$ cat config.mk
export PLATFORM = sky130hd
export DESIGN_NAME = eint_ctrl
export DESIGN_NICKNAME = d
export VERILOG_FILES = /design/src/rtl/eint_pkg.sv /design/src/rtl/eint_sync.sv /design/src/rtl/eint_edge.sv /design/src/rtl/eint_regs.sv /design/src/rtl/eint_ctrl.sv
export SDC_FILE = /design/constraint.sdc
export NUM_CORES = 1
export LEC_CHECK = 0
export BUFFER_PORTS_ARGS = -buffer_cell sky130_fd_sc_hd__buf_2
export CAP_MARGIN = 5
export CORE_ASPECT_RATIO = 1.5
export CORE_MARGIN = 3
export CORE_UTILIZATION = 44
export DETAILED_ROUTE_END_ITERATION = 16
export PLACE_DENSITY = 0.84
export SLEW_MARGIN = 20
export SYNTH_ARGS = -nofsm -noshare
export SYNTH_HDL_FRONTEND = slang
export SYNTH_SLANG_ARGS = --single-unit
$ cat constraint.sdc
create_clock -name clk -period 2.1 [get_ports clk]
set_input_delay 0.21 -clock clk [delete_from_list [all_inputs] [get_ports clk]]
set_output_delay 0.21 -clock clk [all_outputs]
set_load 0.05 [all_outputs]
$ cat src/rtl/eint_pkg.sv
`timescale 1ns/1ps
// Package: shared register offsets, select type and address decoder for the
// external edge interrupt unit. Assumes byte-offset addressing on a 4-bit bus.
package eint_pkg;

    localparam int unsigned EINT_ADDR_W = 4;

    localparam logic [EINT_ADDR_W-1:0] OFS_ENABLE = 4'h0;
    localparam logic [EINT_ADDR_W-1:0] OFS_INVERT = 4'h4;
    localparam logic [EINT_ADDR_W-1:0] OFS_FLAG   = 4'h8;

    typedef enum logic [1:0] {
        SEL_ENABLE,
        SEL_INVERT,
        SEL_FLAG,
        SEL_NONE
    } reg_sel_e;

    // Map a byte offset to the register it selects; anything else is SEL_NONE.
    function automatic reg_sel_e decode_addr(input logic [EINT_ADDR_W-1:0] addr);
        reg_sel_e sel;
        case (addr)
            OFS_ENABLE: sel = SEL_ENABLE;
            OFS_INVERT: sel = SEL_INVERT;
            OFS_FLAG:   sel = SEL_FLAG;
            default:    sel = SEL_NONE;
        endcase
        return sel;
    endfunction

endpackage

$ cat src/rtl/eint_sync.sv
`timescale 1ns/1ps
// Module: eint_sync
// Two-flop synchroniser, one chain per channel. Assumes each pin is a slow
// level signal with no relation to clk; output lags the pin by two edges.
module eint_sync #(
    parameter int unsigned NCH    = 4,
    parameter int unsigned STAGES = 2
) (
    input  logic           clk,
    input  logic           rst_n,
    input  logic [NCH-1:0] async_i,
    output logic [NCH-1:0] sync_o
);

    localparam int unsigned LAST = STAGES - 1;

    for (genvar ch = 0; ch < NCH; ch++) begin : g_chan
        logic [STAGES-1:0] chain_q;

        // Shift the pin level through the synchroniser chain.
        always_ff @(posedge clk) begin
            if (!rst_n) begin
                chain_q <= '0;
            end else begin
                chain_q <= {chain_q[STAGES-2:0], async_i[ch]};
            end
        end

        assign sync_o[ch] = chain_q[LAST];
    end

endmodule

$ cat src/rtl/eint_edge.sv
`timescale 1ns/1ps
// Module: eint_edge
// Per-channel event detector. The observed level is ~(sync ^ invert) & enable,
// so invert=0 catches falling pin edges and invert=1 rising ones. A 0-to-1
// step of that level is an event. Assumes invert/enable come from registers;
// changing them can itself produce an event by design.
module eint_edge #(
    parameter int unsigned NCH = 4
) (
    input  logic           clk,
    input  logic           rst_n,
    input  logic [NCH-1:0] sync_i,
    input  logic [NCH-1:0] invert_i,
    input  logic [NCH-1:0] enable_i,
    output logic [NCH-1:0] event_o
);

    logic [NCH-1:0] level;
    logic [NCH-1:0] level_q;

    for (genvar ch = 0; ch < NCH; ch++) begin : g_chan
        // Form the gated, polarity-corrected level seen by the detector.
        always_comb begin
            level[ch] = ~(sync_i[ch] ^ invert_i[ch]) & enable_i[ch];
        end

        // Remember last cycle's level for step detection.
        always_ff @(posedge clk) begin
            if (!rst_n) begin
                level_q[ch] <= 1'b0;
            end else begin
                level_q[ch] <= level[ch];
            end
        end

        // Flag a rising step of the observed level.
        always_comb begin
            event_o[ch] = level[ch] & ~level_q[ch];
        end

        AST_EVENT_SINGLE_PULSE: assert property (@(posedge clk) disable iff (!rst_n)
            event_o[ch] |=> !event_o[ch]);
    end

endmodule

$ cat src/rtl/eint_regs.sv
`timescale 1ns/1ps
// Module: eint_regs
// Enable, inversion and flag registers with a combinational read mux and the
// per-channel request outputs. Flags set on a detector event and are cleared
// by writing 0; a set and a clear on the same edge leave the flag set.
module eint_regs
    import eint_pkg::*;
#(
    parameter int unsigned NCH = 4,
    parameter int unsigned DW  = 32
) (
    input  logic                   clk,
    input  logic                   rst_n,
    input  logic                   wr_i,
    input  logic [EINT_ADDR_W-1:0] addr_i,
    input  logic [NCH-1:0]         wdata_i,
    input  logic [NCH-1:0]         event_i,
    output logic [DW-1:0]          rdata_o,
    output logic [NCH-1:0]         enable_o,
    output logic [NCH-1:0]         invert_o,
    output logic [NCH-1:0]         irq_o
);

    reg_sel_e       sel;
    logic [NCH-1:0] enable_q;
    logic [NCH-1:0] invert_q;
    logic [NCH-1:0] flag_q;
    logic [NCH-1:0] flag_keep;
    logic           wr_enable;
    logic           wr_invert;
    logic           wr_flag;

    // Decode the offset once for both the write and the read side.
    always_comb begin
        sel       = decode_addr(addr_i);
        wr_enable = wr_i && (sel == SEL_ENABLE);
        wr_invert = wr_i && (sel == SEL_INVERT);
        wr_flag   = wr_i && (sel == SEL_FLAG);
    end

    // Hold the enable and inversion bits; only written bits [NCH-1:0] land.
    always_ff @(posedge clk) begin
        if (!rst_n) begin
            enable_q <= '0;
            invert_q <= '0;
        end else begin
            if (wr_enable) enable_q <= wdata_i;
            if (wr_invert) invert_q <= wdata_i;
        end
    end

    // Mask applied by a flag write: a written 0 clears, a written 1 keeps.
    always_comb begin
        flag_keep = wr_flag ? wdata_i : {NCH{1'b1}};
    end

    // Update flags; the event OR comes last so a set beats a clear.
    always_ff @(posedge clk) begin
        if (!rst_n) begin
            flag_q <= '0;
        end else begin
            flag_q <= (flag_q & flag_keep) | event_i;
        end
    end

    // Return the selected register, zero-extended; unknown offsets read 0.
    always_comb begin
        rdata_o = '0;
        case (sel)
            SEL_ENABLE: rdata_o[NCH-1:0] = enable_q;
            SEL_INVERT: rdata_o[NCH-1:0] = invert_q;
            SEL_FLAG:   rdata_o[NCH-1:0] = flag_q;
            default:    rdata_o          = '0;
        endcase
    end

    // Drive a request while both flag and enable are set.
    always_comb begin
        irq_o = flag_q & enable_q;
    end

    assign enable_o = enable_q;
    assign invert_o = invert_q;

    AST_RESET_CLEARS: assert property (@(posedge clk)
        !rst_n |=> (flag_q == '0 && enable_q == '0 && invert_q == '0));

    for (genvar ch = 0; ch < NCH; ch++) begin : g_chk
        AST_FLAG_RISE_NEEDS_EVENT: assert property (@(posedge clk) disable iff (!rst_n)
            $rose(flag_q[ch]) |-> $past(event_i[ch]));

        AST_CLEAR_ON_ZERO: assert property (@(posedge clk) disable iff (!rst_n)
            (wr_flag && !wdata_i[ch] && !event_i[ch]) |=> !flag_q[ch]);

        AST_WRITE_ONE_NO_SET: assert property (@(posedge clk) disable iff (!rst_n)
            (wr_flag && wdata_i[ch] && !flag_q[ch] && !event_i[ch]) |=> !flag_q[ch]);

        AST_SET_WINS: assert property (@(posedge clk) disable iff (!rst_n)
            event_i[ch] |=> flag_q[ch]);
    end

endmodule

$ cat src/rtl/eint_ctrl.sv
`timescale 1ns/1ps
// Module: eint_ctrl (top)
// Four-channel external edge interrupt unit: synchroniser, gated polarity
// edge detector, register file and request/wake outputs. Assumes bus writes
// are single-cycle strobes and pins are asynchronous to clk. The wake output
// is pure combinational logic on register state, usable with clocks stopped.
module eint_ctrl
    import eint_pkg::*;
#(
    parameter int unsigned NCH = 4,
    parameter int unsigned DW  = 32
) (
    input  logic                   clk,
    input  logic                   rst_n,
    input  logic [NCH-1:0]         pin_i,
    input  logic                   bus_wr,
    input  logic [EINT_ADDR_W-1:0] bus_addr,
    input  logic [DW-1:0]          bus_wdata,
    output logic [DW-1:0]          bus_rdata,
    output logic [NCH-1:0]         irq_o,
    output logic                   wake_o
);

    logic [NCH-1:0] pin_sync;
    logic [NCH-1:0] enable;
    logic [NCH-1:0] invert;
    logic [NCH-1:0] edge_evt;
    logic           wdata_unused;

    // Upper write-data bits have no storage behind them.
    assign wdata_unused = ^bus_wdata[DW-1:NCH];

    eint_sync #(
        .NCH    (NCH),
        .STAGES (2)
    ) u_sync (
        .clk     (clk),
        .rst_n   (rst_n),
        .async_i (pin_i),
        .sync_o  (pin_sync)
    );

    eint_edge #(
        .NCH (NCH)
    ) u_edge (
        .clk      (clk),
        .rst_n    (rst_n),
        .sync_i   (pin_sync),
        .invert_i (invert),
        .enable_i (enable),
        .event_o  (edge_evt)
    );

    eint_regs #(
        .NCH (NCH),
        .DW  (DW)
    ) u_regs (
        .clk      (clk),
        .rst_n    (rst_n),
        .wr_i     (bus_wr),
        .addr_i   (bus_addr),
        .wdata_i  (bus_wdata[NCH-1:0]),
        .event_i  (edge_evt),
        .rdata_o  (bus_rdata),
        .enable_o (enable),
        .invert_o (invert),
        .irq_o    (irq_o)
    );

    // Combine all requests into the clock-free wake line.
    always_comb begin
        wake_o = |irq_o;
    end

    for (genvar ch = 0; ch < NCH; ch++) begin : g_chk
        AST_IRQ_NEEDS_ENABLE: assert property (@(posedge clk) disable iff (!rst_n)
            irq_o[ch] |-> enable[ch]);

        AST_IRQ_ON_ENABLE: assert property (@(posedge clk) disable iff (!rst_n)
            ($rose(enable[ch]) && $past(irq_o[ch] == 1'b0) && bus_rdata == bus_rdata
             && !$past(bus_wr && decode_addr(bus_addr) == SEL_FLAG)
             && $past(u_regs.flag_q[ch])) |-> irq_o[ch]);
    end

    AST_WAKE_WITH_REQ: assert property (@(posedge clk) disable iff (!rst_n)
        $rose(wake_o) |-> (irq_o != '0));

endmodule

# [Word level (Yosys, flattened, before mapping)]
# Index checks and enable logic that the tools add are counted.
[classes] eq_ne=4 n_mux=3 bitwise_logic=23 reduce_logical=6
[op_table] op="4-bit case mux with 3 select lines" n=1
[op_table] op="1-bit bitwise AND" n=8
[op_table] op="4-bit bitwise AND" n=2
[op_table] op="1-bit NOT" n=8
[op_table] op="2-bit case mux with 3 select lines" n=1
[op_table] op="4-bit by 3-bit equality test with 1-bit output, second input constant" n=1
[op_table] op="4-bit equality test, second input constant" n=1
[op_table] op="4-bit zero test" n=1
[op_table] op="4-bit two-way mux" n=1
[op_table] op="4-bit bitwise OR" n=1
[op_table] op="4-bit OR reduction" n=1
[op_table] op="1-bit bitwise XOR" n=4
[op_table] op="1-bit logical AND" n=3
[op_table] op="2-bit by 1-bit equality test with 1-bit output, second input constant" n=1
[op_table] op="2-bit equality test, second input constant" n=1
[op_table] op="2-bit zero test" n=1
[totals] ff_bits=24 input_bits=43 output_inout_bits=37

# [Longest topological paths before layout]
[depth] depth_word=7 ltp_mapped=5 ltp_nobuf=3

# [By module]
# From an unflattened synthesis, not the netlist that was laid out.
[hier_totals] hier_cells=139 hier_area_um2=1283.7
[by_module_without_submodules] mod="eint_regs" instances=1 cells_per_inst=98 area_per_inst_um2=840.8 seq_area_each_um2=240.2
[by_module_without_submodules] mod="eint_sync" instances=1 cells_per_inst=20 area_per_inst_um2=240.2 seq_area_each_um2=160.2
[by_module_without_submodules] mod="eint_edge" instances=1 cells_per_inst=20 area_per_inst_um2=195.2 seq_area_each_um2=80.1
[by_module_without_submodules] mod="eint_ctrl" instances=1 cells_per_inst=1 area_per_inst_um2=7.5 seq_area_each_um2=0.0

# [Worst setup path after synthesis]
# OpenSTA, ideal clock, no wires.
[synth_timing] path_kind="reg2out" start="register u_regs.flag_q[2]" end="output wake_o" arrival_time_ns=1.456 t_required_ns=1.890 slack_ns=0.434 path_stages_with_launch=3 n_path_buf=0 path_cell_list="dfxtp_1 -> and2_1 -> or4_1"
[synth_via] elab_chain_cells=2
[synth_lines] element="from (decl)" line="eint_regs.sv:27" text="logic [NCH-1:0] flag_q;"
[synth_lines] element="from (signal assigned)" line="eint_regs.sv:62" text="flag_q <= (flag_q & flag_keep) | event_i;"
[synth_lines] element="4-bit bitwise AND" line="eint_regs.sv:79" text="irq_o = flag_q & enable_q;"
[synth_lines] element="named net irq_o[2]" line="eint_ctrl.sv:20" text="output logic [NCH-1:0] irq_o,"
[synth_lines] element="4-bit OR reduction" line="eint_ctrl.sv:72" text="wake_o = |irq_o;"
[synth_lines] element="to (decl)" line="eint_ctrl.sv:21" text="output logic wake_o"
# The timed path passes the listed nets, and every way through them passes these cells.

# [Worst setup path after layout]
[layout_timing] start="register u_regs.flag_q[2]" end="output wake_o"
[layout_via] elab_chain_cells=2
[layout_lines] element="4-bit bitwise AND" line="eint_regs.sv:79"
[layout_lines] element="4-bit OR reduction" line="eint_ctrl.sv:72"
# Every way passes these cells.

==> metrics.csv <==
stage,metric,value,unit
drt,drc,0,
global_routing,grt_pass1_wl,3.215,mm
global_routing,grt-ovfl-total,0,
setup_path,start_kind,register,
drt,viasPerCell,4.519,
global_routing,antenna_found_initial,0,
worst_hold_path,hp-start,pin_i[2],
synth,synth_cell_type_count,23,
drt,drt_iter0_drc,14,
outcome,outcome,completed,
layout,nFillCells,243,
drt,wirelength,2.061,mm
global_routing,grt_pass1_vias,776,
sta,fin_setup_tns,0,ns
sta,max_freq,569.2,MHz
clocking,worstSkewPairLatency,0.32,ns
synth,yosysWarnings,0,
setup_path,path_max_fanout,3,
synth,yosys_register_bits,24,
setup_path,max_stage_delay,0.50,ns
clocking,clkSinkCount,24,
global_routing,grt_max_degree,25,
synth,syn_inst,129,
worst_hold_path,min_path_type,in2reg,
sta,hold_violations,0,
clocking,clock_path_buffers,2,
run,drv_cap,0,
drt,drt_pass1_iterations,4,
power_and_ir_drop,leakagePower,0.6259,nW
clocking,post-cts-setup-buffers,0,
setup_path,crit_path_cell_trace,"and2_1, or4_1, buf_2",
place,gp_congestion,0.8070,
place,dp_cells,183,
layout,area_growth,6.688,%
synth,synth_area,0.001197,mm2
clocking,htree_num_levels,1,
floorplan,dieHeight,69.89,um
clocking,cts_tree,done,
sta,slew_violations,0,
setup_path,worstSetupEndpointType,output pin,
setup_path,startpoint,u_regs.flag_q[2]$_SDFF_PN0_,
clocking,holdBufCountCts,0,
layout,multi_input_area,580.6,um2
clocking,clk_pin_slew,0.13,ns
layout,layout.nets,195,
sta,fin_skew,0.008575,ns
clocking,cts_root_buffer,clkbuf_4,
drt,vias,845,
setup_path,setup.worst_path.class,reg2out,
place,dp_hpwl,1.634,mm
global_routing,grt_usage,0.1187,
floorplan,die_area,0.003396,mm2
power_and_ir_drop,peakVddDrop,0.4540,mV
place,portBuffers,23,
setup_path,rr_startpoint,u_regs.invert_o[3]$_SDFFE_PN0P_,
power_and_ir_drop,p_per_area,753.2,mW/mm2
drt,routedWlPerCell,11.02,um
setup_path,cp_slowest_cell,or4_1,
layout,finalNonFillerCells,187,
floorplan,fp-row-count,22,
sta,fin_crit,1.757,ns
floorplan,fp.dieW,48.60,um
layout,drive_gt1_frac,0.2384,
synth,seq_area_frac_synth,0.4013,
floorplan,start_util,0.4728,
setup_path,cp.arrival,1.55,ns
floorplan,core_area,0.002532,mm2
layout,regArea,480.5,um2
setup_path,worstPathRequired,1.89,ns
drt,ant_nets,0,
clocking,post_cts_resized,0,
sta,period_share,0.8367,
sta,finalSetupViolations,0,
layout,antenna_cells,0,
sta,rsz0062_at_grt,false,
synth,syn_area_per_cell,9.282,um2
clocking,cts_buffers,3,
floorplan,io_pins,80,
## critical path: cells and delay by family (launching register included)
family        cells  cell delay, ns
buf+inv           1            0.22
simple gates      2            0.67
flops             1            0.34
## stage by stage
stage               total power, W  utilization  hold slack, ns  area (um2)  worst slack, ns
floorplan                0.0006622            -          0.3373        1299           0.4343
global placement         0.0006398       0.4837          0.4036        1225           0.6333
detailed placement       0.0006432       0.4837          0.4099        1225           0.5852
CTS                      0.0009669       0.5044         0.07851        1277           0.3359
global route             0.0009994       0.5044         0.07794        1277           0.2590
finish                   0.0009621       0.5044         0.08693        1277           0.3430
## area by class of cell
cell class,instances,area share
clock buffers,3,0.01763
clock inverters,1,0.02351
inverters,1,0.002938
repair buffers,23,0.09011
flip-flops and latches,24,0.3761
well taps,36,0.03526
multi-input cells,99,0.4545
## placed cells by master (no fill, tap or decap)
master	netlist	routed
mux2i_1	8	8
bufinv_16	0	1
or4b_4	1	1
a21oi_1	4	4
or3_1	1	1
nor2_1	4	4
and2b_2	1	1
dfxtp_1	24	24
o311ai_1	3	3
nor2_4	1	1
inv_1	1	1
or2_2	1	1
nand2_1	21	21
buf_2	0	23
o311ai_2	1	1
and2_1	12	12
or4_1	1	1
conb_1	1	28
clkbuf_4	0	3
mux2_2	4	4
xor2_1	4	4
o31ai_1	4	4
## synth_stat cells (all sizes together)
cell type  count  area, um2
mux2           4      45.04
conb           1      3.750
inv            1      3.750
or3            1      6.260
o311ai         4      42.55
nand2         21      78.83
and2          12      75.07
a21oi          4      20.02
xor2           4      35.03
o31ai          4      30.03
or4b           1      13.76
nor2           5      26.27
clkbuf         3      12.51
or2            1      6.260
dfxtp         24      480.5
or4            1      7.510
buf           29      221.5
and2b          1      8.760
mux2i          8      80.08
## metal layers
| layer | up-vias | global-route usage | wire (um) |
|---|---|---|---|
| met5 | - | 0 | 0 |
| met4 | 0 | 0.06646 | 47 |
| met3 | 5 | 0.02985 | 245 |
| met2 | 52 | 0.2193 | 988 |
| met1 | 374 | 0.1182 | 780 |
| li1 | 414 | - | - |
## flip-flops by register name, summed over array words and instances, names as in the netlist
name                   flops
u_regs.invert_o            4
u_sync.g_chan.chain_q      8
u_regs.enable_o            4
u_regs.flag_q              4
u_edge.level_q             4
## worst paths after layout
path / to / slack (ns) / cells after the start
max reg2reg: u_regs.flag_q[3]$_SDFF_PN0_ / 1.28 / 2
min reg2reg: u_regs.flag_q[1]$_SDFF_PN0_ / 0.43 / 1
min: u_sync.g_chan[2].chain_q[0]$_SDFF_PN0_ / 0.09 / 2
max: wake_o / 0.34 / 3
## cell families after synthesis
logic type	synth area share
AOI/OAI and AO/OA	0.07733
and+or+nand+nor	0.1860
xor gates and xnor gates	0.02926
DFF	0.4013
muxes	0.1045
buffers and inverters	0.1985
other	0.003132
## report_power, final
group	switching [W]	internal [W]
Combinational	0.000140	0.0000234
Clock	0.000135	0.000193
Sequential	0.00000446	0.000466
No activity file was read; power rests on OpenSTA's default activity.
